--- src/rtl/irqf_pkg.sv ---
`timescale 1ns/1ps
package irqf_pkg;
  localparam int XLEN     = 32;
  localparam int NREG     = 8;
  localparam int BEAT_W   = 3;
  localparam int PAD_BIT  = 9;
  localparam logic [XLEN-1:0] EXC_RETURN = 32'hFFFF_FFFD;
  localparam logic [XLEN-1:0] PAD_MASK   = 32'h1 << PAD_BIT;
  localparam int IDX_LR   = 5;
  localparam int IDX_PC   = 6;
  localparam int IDX_PSR  = 7;
  localparam logic [3:0] SEL_SP = 4'd8;

  typedef enum logic [1:0] {
    ST_IDLE = 2'd0,
    ST_PUSH = 2'd1,
    ST_VEC  = 2'd2,
    ST_POP  = 2'd3
  } seq_state_e;
endpackage

--- src/rtl/irqf_frame_calc.sv ---
`timescale 1ns/1ps
module irqf_frame_calc
  import irqf_pkg::*;
(
  input  logic [XLEN-1:0] sp,
  input  logic            ret_pad,
  output logic            pad,
  output logic [XLEN-1:0] push_sp,
  output logic [XLEN-1:0] pop_sp
);
  localparam logic [XLEN-1:0] FRAME_BYTES = XLEN'(NREG * 4);
  localparam logic [XLEN-1:0] PAD_BYTES   = XLEN'(4);

  // frame stays 8-byte aligned; a stack pointer at 4 mod 8 costs one pad word
  assign pad     = sp[2];
  assign push_sp = sp - FRAME_BYTES - (pad ? PAD_BYTES : '0);
  assign pop_sp  = sp + FRAME_BYTES + (ret_pad ? PAD_BYTES : '0);
endmodule

--- src/rtl/irqf_ctrl.sv ---
`timescale 1ns/1ps
module irqf_ctrl
  import irqf_pkg::*;
#(
  parameter int SRC_W   = 6,
  parameter int NUM_SRC = 48
) (
  input  logic              clk,
  input  logic              rst_n,
  input  logic              entry_valid,
  input  logic [SRC_W-1:0]  entry_src,
  input  logic              ret_valid,
  input  logic [XLEN-1:0]   ret_target,
  input  logic              pad_in,
  output seq_state_e        state_o,
  output logic [BEAT_W-1:0] beat_o,
  output logic [SRC_W-1:0]  src_o,
  output logic              pad_o,
  output logic              start_entry,
  output logic              start_ret,
  output logic              plain_branch,
  output logic              last_beat
);
  seq_state_e        state_q, state_d;
  logic [BEAT_W-1:0] beat_q, beat_d;
  logic [SRC_W-1:0]  src_q;
  logic              pad_q;
  logic              idle, src_ok, is_token;

  assign idle         = (state_q == ST_IDLE);
  assign src_ok       = int'(entry_src) < NUM_SRC;
  assign is_token     = (ret_target == EXC_RETURN);
  assign start_entry  = idle && entry_valid && src_ok;
  assign start_ret    = idle && !start_entry && ret_valid && is_token;
  assign plain_branch = idle && !start_entry && ret_valid && !is_token;
  assign last_beat    = (beat_q == BEAT_W'(NREG - 1));

  always_comb begin
    state_d = state_q;
    beat_d  = beat_q;
    unique case (state_q)
      ST_IDLE: begin
        beat_d = '0;
        if (start_entry)    state_d = ST_PUSH;
        else if (start_ret) state_d = ST_POP;
      end
      ST_PUSH: begin
        beat_d = beat_q + 1'b1;
        if (last_beat) state_d = ST_VEC;
      end
      ST_VEC: state_d = ST_IDLE;
      ST_POP: begin
        beat_d = beat_q + 1'b1;
        if (last_beat) state_d = ST_IDLE;
      end
      default: state_d = ST_IDLE;
    endcase
  end

  always_ff @(posedge clk or negedge rst_n) begin
    if (!rst_n) begin
      state_q <= ST_IDLE;
      beat_q  <= '0;
    end else begin
      state_q <= state_d;
      beat_q  <= beat_d;
    end
  end

  always_ff @(posedge clk or negedge rst_n) begin
    if (!rst_n) begin
      src_q <= '0;
      pad_q <= 1'b0;
    end else if (start_entry) begin
      src_q <= entry_src;
      pad_q <= pad_in;
    end
  end

  assign state_o = state_q;
  assign beat_o  = beat_q;
  assign src_o   = src_q;
  assign pad_o   = pad_q;
endmodule

--- src/rtl/irqf_regfile.sv ---
`timescale 1ns/1ps
module irqf_regfile
  import irqf_pkg::*;
(
  input  logic              clk,
  input  logic              rst_n,
  input  logic              ext_we,
  input  logic [3:0]        ext_sel,
  input  logic [XLEN-1:0]   ext_wd,
  input  logic              seq_we,
  input  logic [BEAT_W-1:0] seq_sel,
  input  logic [XLEN-1:0]   seq_wd,
  input  logic              vec_load,
  input  logic [XLEN-1:0]   vec_pc,
  input  logic              br_load,
  input  logic [XLEN-1:0]   br_pc,
  input  logic              sp_we,
  input  logic [XLEN-1:0]   sp_wd,
  input  logic [3:0]        rd_sel,
  input  logic [BEAT_W-1:0] fr_sel,
  output logic [XLEN-1:0]   rd_data,
  output logic [XLEN-1:0]   fr_data,
  output logic [XLEN-1:0]   pc_q,
  output logic [XLEN-1:0]   lr_q,
  output logic [XLEN-1:0]   sp_q
);
  logic [XLEN-1:0] cur [NREG];

  for (genvar g = 0; g < NREG; g++) begin : g_reg
    logic [XLEN-1:0] q, d;
    logic            en;

    always_comb begin
      en = 1'b0;
      d  = q;
      if (ext_we && ext_sel == 4'(g)) begin
        en = 1'b1;
        d  = ext_wd;
      end
      if (seq_we && seq_sel == BEAT_W'(g)) begin
        en = 1'b1;
        d  = seq_wd;
      end
      if (g == IDX_PC && vec_load) begin
        en = 1'b1;
        d  = vec_pc;
      end
      if (g == IDX_PC && br_load) begin
        en = 1'b1;
        d  = br_pc;
      end
      if (g == IDX_LR && vec_load) begin
        en = 1'b1;
        d  = EXC_RETURN;
      end
    end

    always_ff @(posedge clk or negedge rst_n) begin
      if (!rst_n)  q <= '0;
      else if (en) q <= d;
    end

    assign cur[g] = q;
  end

  logic            sp_en;
  logic [XLEN-1:0] sp_d, sp_r;

  always_comb begin
    sp_en = sp_we | (ext_we && ext_sel == SEL_SP);
    sp_d  = sp_we ? sp_wd : ext_wd;
  end

  always_ff @(posedge clk or negedge rst_n) begin
    if (!rst_n)     sp_r <= '0;
    else if (sp_en) sp_r <= sp_d;
  end

  always_comb begin
    rd_data = '0;
    if (rd_sel < 4'(NREG))     rd_data = cur[rd_sel[BEAT_W-1:0]];
    else if (rd_sel == SEL_SP) rd_data = sp_r;
  end

  assign fr_data = cur[fr_sel];
  assign pc_q    = cur[IDX_PC];
  assign lr_q    = cur[IDX_LR];
  assign sp_q    = sp_r;
endmodule

--- src/rtl/irqf_sequencer.sv ---
`timescale 1ns/1ps
module irqf_sequencer
  import irqf_pkg::*;
#(
  parameter int SRC_W   = 6,
  parameter int NUM_SRC = 48,
  parameter int VEC_SYS = 16
) (
  input  logic             clk,
  input  logic             rst_n,
  input  logic             entry_valid,
  input  logic [SRC_W-1:0] entry_src,
  input  logic             ret_valid,
  input  logic [31:0]      ret_target,
  input  logic             rf_we,
  input  logic [3:0]       rf_wsel,
  input  logic [31:0]      rf_wdata,
  input  logic [3:0]       rf_rsel,
  output logic [31:0]      rf_rdata,
  output logic             mem_req,
  output logic             mem_we,
  output logic [31:0]      mem_addr,
  output logic [31:0]      mem_wdata,
  input  logic [31:0]      mem_rdata,
  output logic             vec_req,
  output logic [31:0]      vec_addr,
  input  logic [31:0]      vec_data,
  output logic [31:0]      pc_o,
  output logic [31:0]      lr_o,
  output logic [31:0]      sp_o,
  output logic             busy
);
  seq_state_e        state;
  logic [BEAT_W-1:0] beat;
  logic [SRC_W-1:0]  src_q;
  logic              pad_now, pad_q;
  logic              start_entry, start_ret, plain_branch, last_beat;
  logic              in_push, in_pop;
  logic [XLEN-1:0]   push_sp, pop_sp, fr_data, sp_q, seq_wd, sp_wd;

  irqf_ctrl #(.SRC_W(SRC_W), .NUM_SRC(NUM_SRC)) u_ctrl (
    .clk         (clk),
    .rst_n       (rst_n),
    .entry_valid (entry_valid),
    .entry_src   (entry_src),
    .ret_valid   (ret_valid),
    .ret_target  (ret_target),
    .pad_in      (pad_now),
    .state_o     (state),
    .beat_o      (beat),
    .src_o       (src_q),
    .pad_o       (pad_q),
    .start_entry (start_entry),
    .start_ret   (start_ret),
    .plain_branch(plain_branch),
    .last_beat   (last_beat)
  );

  irqf_frame_calc u_calc (
    .sp     (sp_q),
    .ret_pad(mem_rdata[PAD_BIT]),
    .pad    (pad_now),
    .push_sp(push_sp),
    .pop_sp (pop_sp)
  );

  assign in_push = (state == ST_PUSH);
  assign in_pop  = (state == ST_POP);
  assign busy    = (state != ST_IDLE);

  // restored status word never keeps the pad flag live
  assign seq_wd = last_beat ? (mem_rdata & ~PAD_MASK) : mem_rdata;
  assign sp_wd  = start_entry ? push_sp : pop_sp;

  irqf_regfile u_rf (
    .clk     (clk),
    .rst_n   (rst_n),
    .ext_we  (rf_we && !busy),
    .ext_sel (rf_wsel),
    .ext_wd  (rf_wdata),
    .seq_we  (in_pop),
    .seq_sel (beat),
    .seq_wd  (seq_wd),
    .vec_load(state == ST_VEC),
    .vec_pc  (vec_data),
    .br_load (plain_branch),
    .br_pc   (ret_target),
    .sp_we   (start_entry || (in_pop && last_beat)),
    .sp_wd   (sp_wd),
    .rd_sel  (rf_rsel),
    .fr_sel  (beat),
    .rd_data (rf_rdata),
    .fr_data (fr_data),
    .pc_q    (pc_o),
    .lr_q    (lr_o),
    .sp_q    (sp_q)
  );

  // both stacking and unstacking walk upward from the frame base held in sp
  assign mem_req   = in_push || in_pop;
  assign mem_we    = in_push;
  assign mem_addr  = sp_q + {{(XLEN-BEAT_W-2){1'b0}}, beat, 2'b00};
  assign mem_wdata = last_beat ? ((fr_data & ~PAD_MASK) | (XLEN'(pad_q) << PAD_BIT))
                               : fr_data;

  assign vec_req  = (state == ST_VEC);
  assign vec_addr = ({{(XLEN-SRC_W){1'b0}}, src_q} + XLEN'(VEC_SYS)) << 2;
  assign sp_o     = sp_q;
endmodule

--- config.mk ---
export PLATFORM = sky130hd
export DESIGN_NAME = irqf_sequencer
export DESIGN_NICKNAME = d
export VERILOG_FILES = /design/src/rtl/irqf_pkg.sv /design/src/rtl/irqf_frame_calc.sv /design/src/rtl/irqf_ctrl.sv /design/src/rtl/irqf_regfile.sv /design/src/rtl/irqf_sequencer.sv
export SDC_FILE = /design/constraint.sdc
export NUM_CORES = 1
export LEC_CHECK = 0
export BUFFER_PORTS_ARGS = -buffer_cell sky130_fd_sc_hd__buf_2
export CAP_MARGIN = 15
export CORE_UTILIZATION = 36
export CTS_BUF_LIST = sky130_fd_sc_hd__clkbuf_8
export DETAILED_ROUTE_END_ITERATION = 7
export PLACE_DENSITY_LB_ADDON = 0.3
export REMOVE_ABC_BUFFERS = 1
export SLEW_MARGIN = 15
export SYNTH_ARGS = -nofsm -noshare
export SYNTH_HDL_FRONTEND = slang
export SYNTH_HIERARCHICAL = 1
export SYNTH_SLANG_ARGS = --single-unit
--- constraint.sdc ---
create_clock -name clk -period 2.5 [get_ports clk]
set_clock_uncertainty 0.05 [all_clocks]
set_input_delay 0.5 -clock clk [delete_from_list [all_inputs] [get_ports clk]]
set_output_delay 0.5 -clock clk [all_outputs]
set_load 0.02 [all_outputs]
==> run metrics <==
wl on met1=38500 µm; clk buf depth=3; fill cell count=5447; Design Power=35100 µW; area growth from synthesis to layout=30.5%; CP Max Fanout=6; CP bufs+invs=4; multi-input logic area=13300 µm²; number of antenna-violating nets in the routed design=0; DR WL/cell=26.0 µm; maximum VDD drop=0.866 mV; DIE HEIGHT=246 µm; post-layout util=0.480; DR WL met2=40700 µm; total track usage=0.290; register area=7520 µm²; most frequent cells in the layout=mux2i_1 (306), buf_2 (301), dfrtp_1 (290), nand2_1 (289), buf_4 (198); initial core utilization=0.368; GP Congestion=0.949; crit path time final=3.32 ns; grt total ovfl=0; Req. time, crit path=1.95 ns; Critical Path Source Type=register; syn_area_per_cell=9.60 µm²; combinational power share=0.588; # DRC=0; failing checks=negative setup slack; FP Rows=88; Sink Count=300; Slew @ Worst Pin=0.658 ns; placed cells=3303; Final Cycle Share=1.33; CP cell instances=ha_4, inv_2, fa_2, nand2b_4, buf_6, a21oi_4, buf_6, nand4_1, xnor2_1, buf_4; Worst-path clk slew=0.06 ns; critical path arrival=2.77 ns; CP max-delay cell=dfrtp_1; RSZ-0062 raised after global routing=true; Critical Path End Type=output pin; Pwr per Cell Area=1260 nW/µm²; initial antenna violation count=1; worst reg2reg setup slack=-0.28 ns; Clock Latency Late Sink=0.68 ns; Die Span X=246 µm; Max Freq=0.301 GHz; clock power share=0.138; fin nets=2810; type of the worst setup path=reg2out; worst min path class=in2reg; leading cell type in the layout, fill and taps excluded=mux2i_1; core box area=58100 µm²; Fin. Hold Viols=0; Final Slew Violations=0; Worst Slack Setup Final=-0.817 ns; CTS buffer count=57; Final setup viols=109; Worst slew margin=0.561; final wirelength=90000 µm; CTS root buf=clkbuf_8; H-tree depth=2; DR pass1 iterations=7; status=finished, violations left; cell mode on critical path=buf_6; share of layout cells above drive strength 1=0.366; Flop pwr share=0.274; final hold slack=0.0750 ns; HPWL Detailed=61600 µm; Finished Layout Cells=3457; TNS Setup=-48.10 ns; Sw Ratio=0.439; DIE AREA=60400 µm²; initial DRC count=2069; switching pwr=15400 µW; leakage=0.0130 µW; io pins=375; via count=20200; synth warn=6; largest net degree at the start of global routing=65; TritonCTS clock tree=yes; CP delay by family, top=buffers and inverters; Max Cap Violations=0; metal3 WL=7830 µm; routed vias/inst=5.83; uppermost routed layer=met5; global-route wire length before repair=130000 µm; synthesized cell area=21400 µm²; Max stage delay on crit path=0.41 ns; P_int=19700 µW; port bufs=349; vias in the first global route=19800; Mapped Cells=2227
## state kept, by name, indices dropped and copies added (netlist names)
register	cells
u_rf/g.q	192
u_rf/lr_q	32
u_rf/pc_q	32
u_rf/sp_q	32
u_ctrl/src_o	6
u_ctrl/beat_o	3
u_ctrl/state_o	2
u_ctrl/pad_o	1
## cell type report
| class | count | share of cell area |
|---|---|---|
| clock inverter | 32 | 0.00462 |
| multi-input combinational | 1651 | 0.475 |
| inverter | 20 | 0.00278 |
| timing repair buffer | 616 | 0.177 |
| antenna | 1 | 0.0000897 |
| tap | 765 | 0.0343 |
| clock buffer | 72 | 0.0355 |
| sequential | 300 | 0.270 |
## routing by layer
layer	track usage	vias up
li1	-	8864
met1	0.401	10000
met2	0.455	1078
met3	0.0481	181
met4	0.102	2
met5	0	-
## worst paths after layout
check / startpoint / endpoint / cells after the start
worst min register to register: u_ctrl/src_o[1]$_DFFE_PN0P_ / u_ctrl/src_o[1]$_DFFE_PN0P_ / 1
min in group asynchronous: rst_n / u_ctrl/src_o[4]$_DFFE_PN0P_ / 2
max in group asynchronous: rst_n / u_rf/g_reg[1].q[31]$_DFFE_PN0P_ / 3
worst min-delay path: vec_data[7] / u_rf/pc_q[7]$_DFFE_PN0P_ / 3
worst max-delay path: u_rf/sp_q[2]$_DFFE_PN0P_ / mem_addr[24] / 10
worst max register to register: u_ctrl/beat_o[0]$_DFFE_PN0P_ / u_rf/pc_q[10]$_DFFE_PN0P_ / 11
## power by group through the flow
stage / logic [µW] / registers [µW] / clock network, µW
2_1_floorplan: 9700 / 10500 / 0
3_3_place_gp: 17800 / 9410 / 0
3_5_place_dp: 18000 / 9580 / 0
4_1_cts: 20000 / 9550 / 4960
5_1_grt: 21800 / 9920 / 5180
6_report: 20600 / 9620 / 4860
## stage by stage
| stage | cell area (µm²) | setup slack, ns |
|---|---|---|
| 2_1_floorplan | 20200 | -3.24 |
| 3_3_place_gp | 25200 | -0.201 |
| 3_5_place_dp | 25200 | -0.269 |
| 4_1_cts | 27500 | -0.836 |
| 5_1_grt | 27900 | -0.875 |
| 6_report | 27900 | -0.817 |
## worst min-delay path: stages
cell	delay [ns]
buf_2	0.08
a222oi_1	0.05
a21oi_1	0.13
## what timing repair did
action,in CTS,in global routing
endpoints found under the setup margin,116,174
hold buffers,7,0
gates resized for setup,176,54
buffers inserted,19,19
hold endpoints to repair,59,0
gates cloned,7,3
pin swaps,88,31
Note: power is estimated with default switching activity, not from simulation.
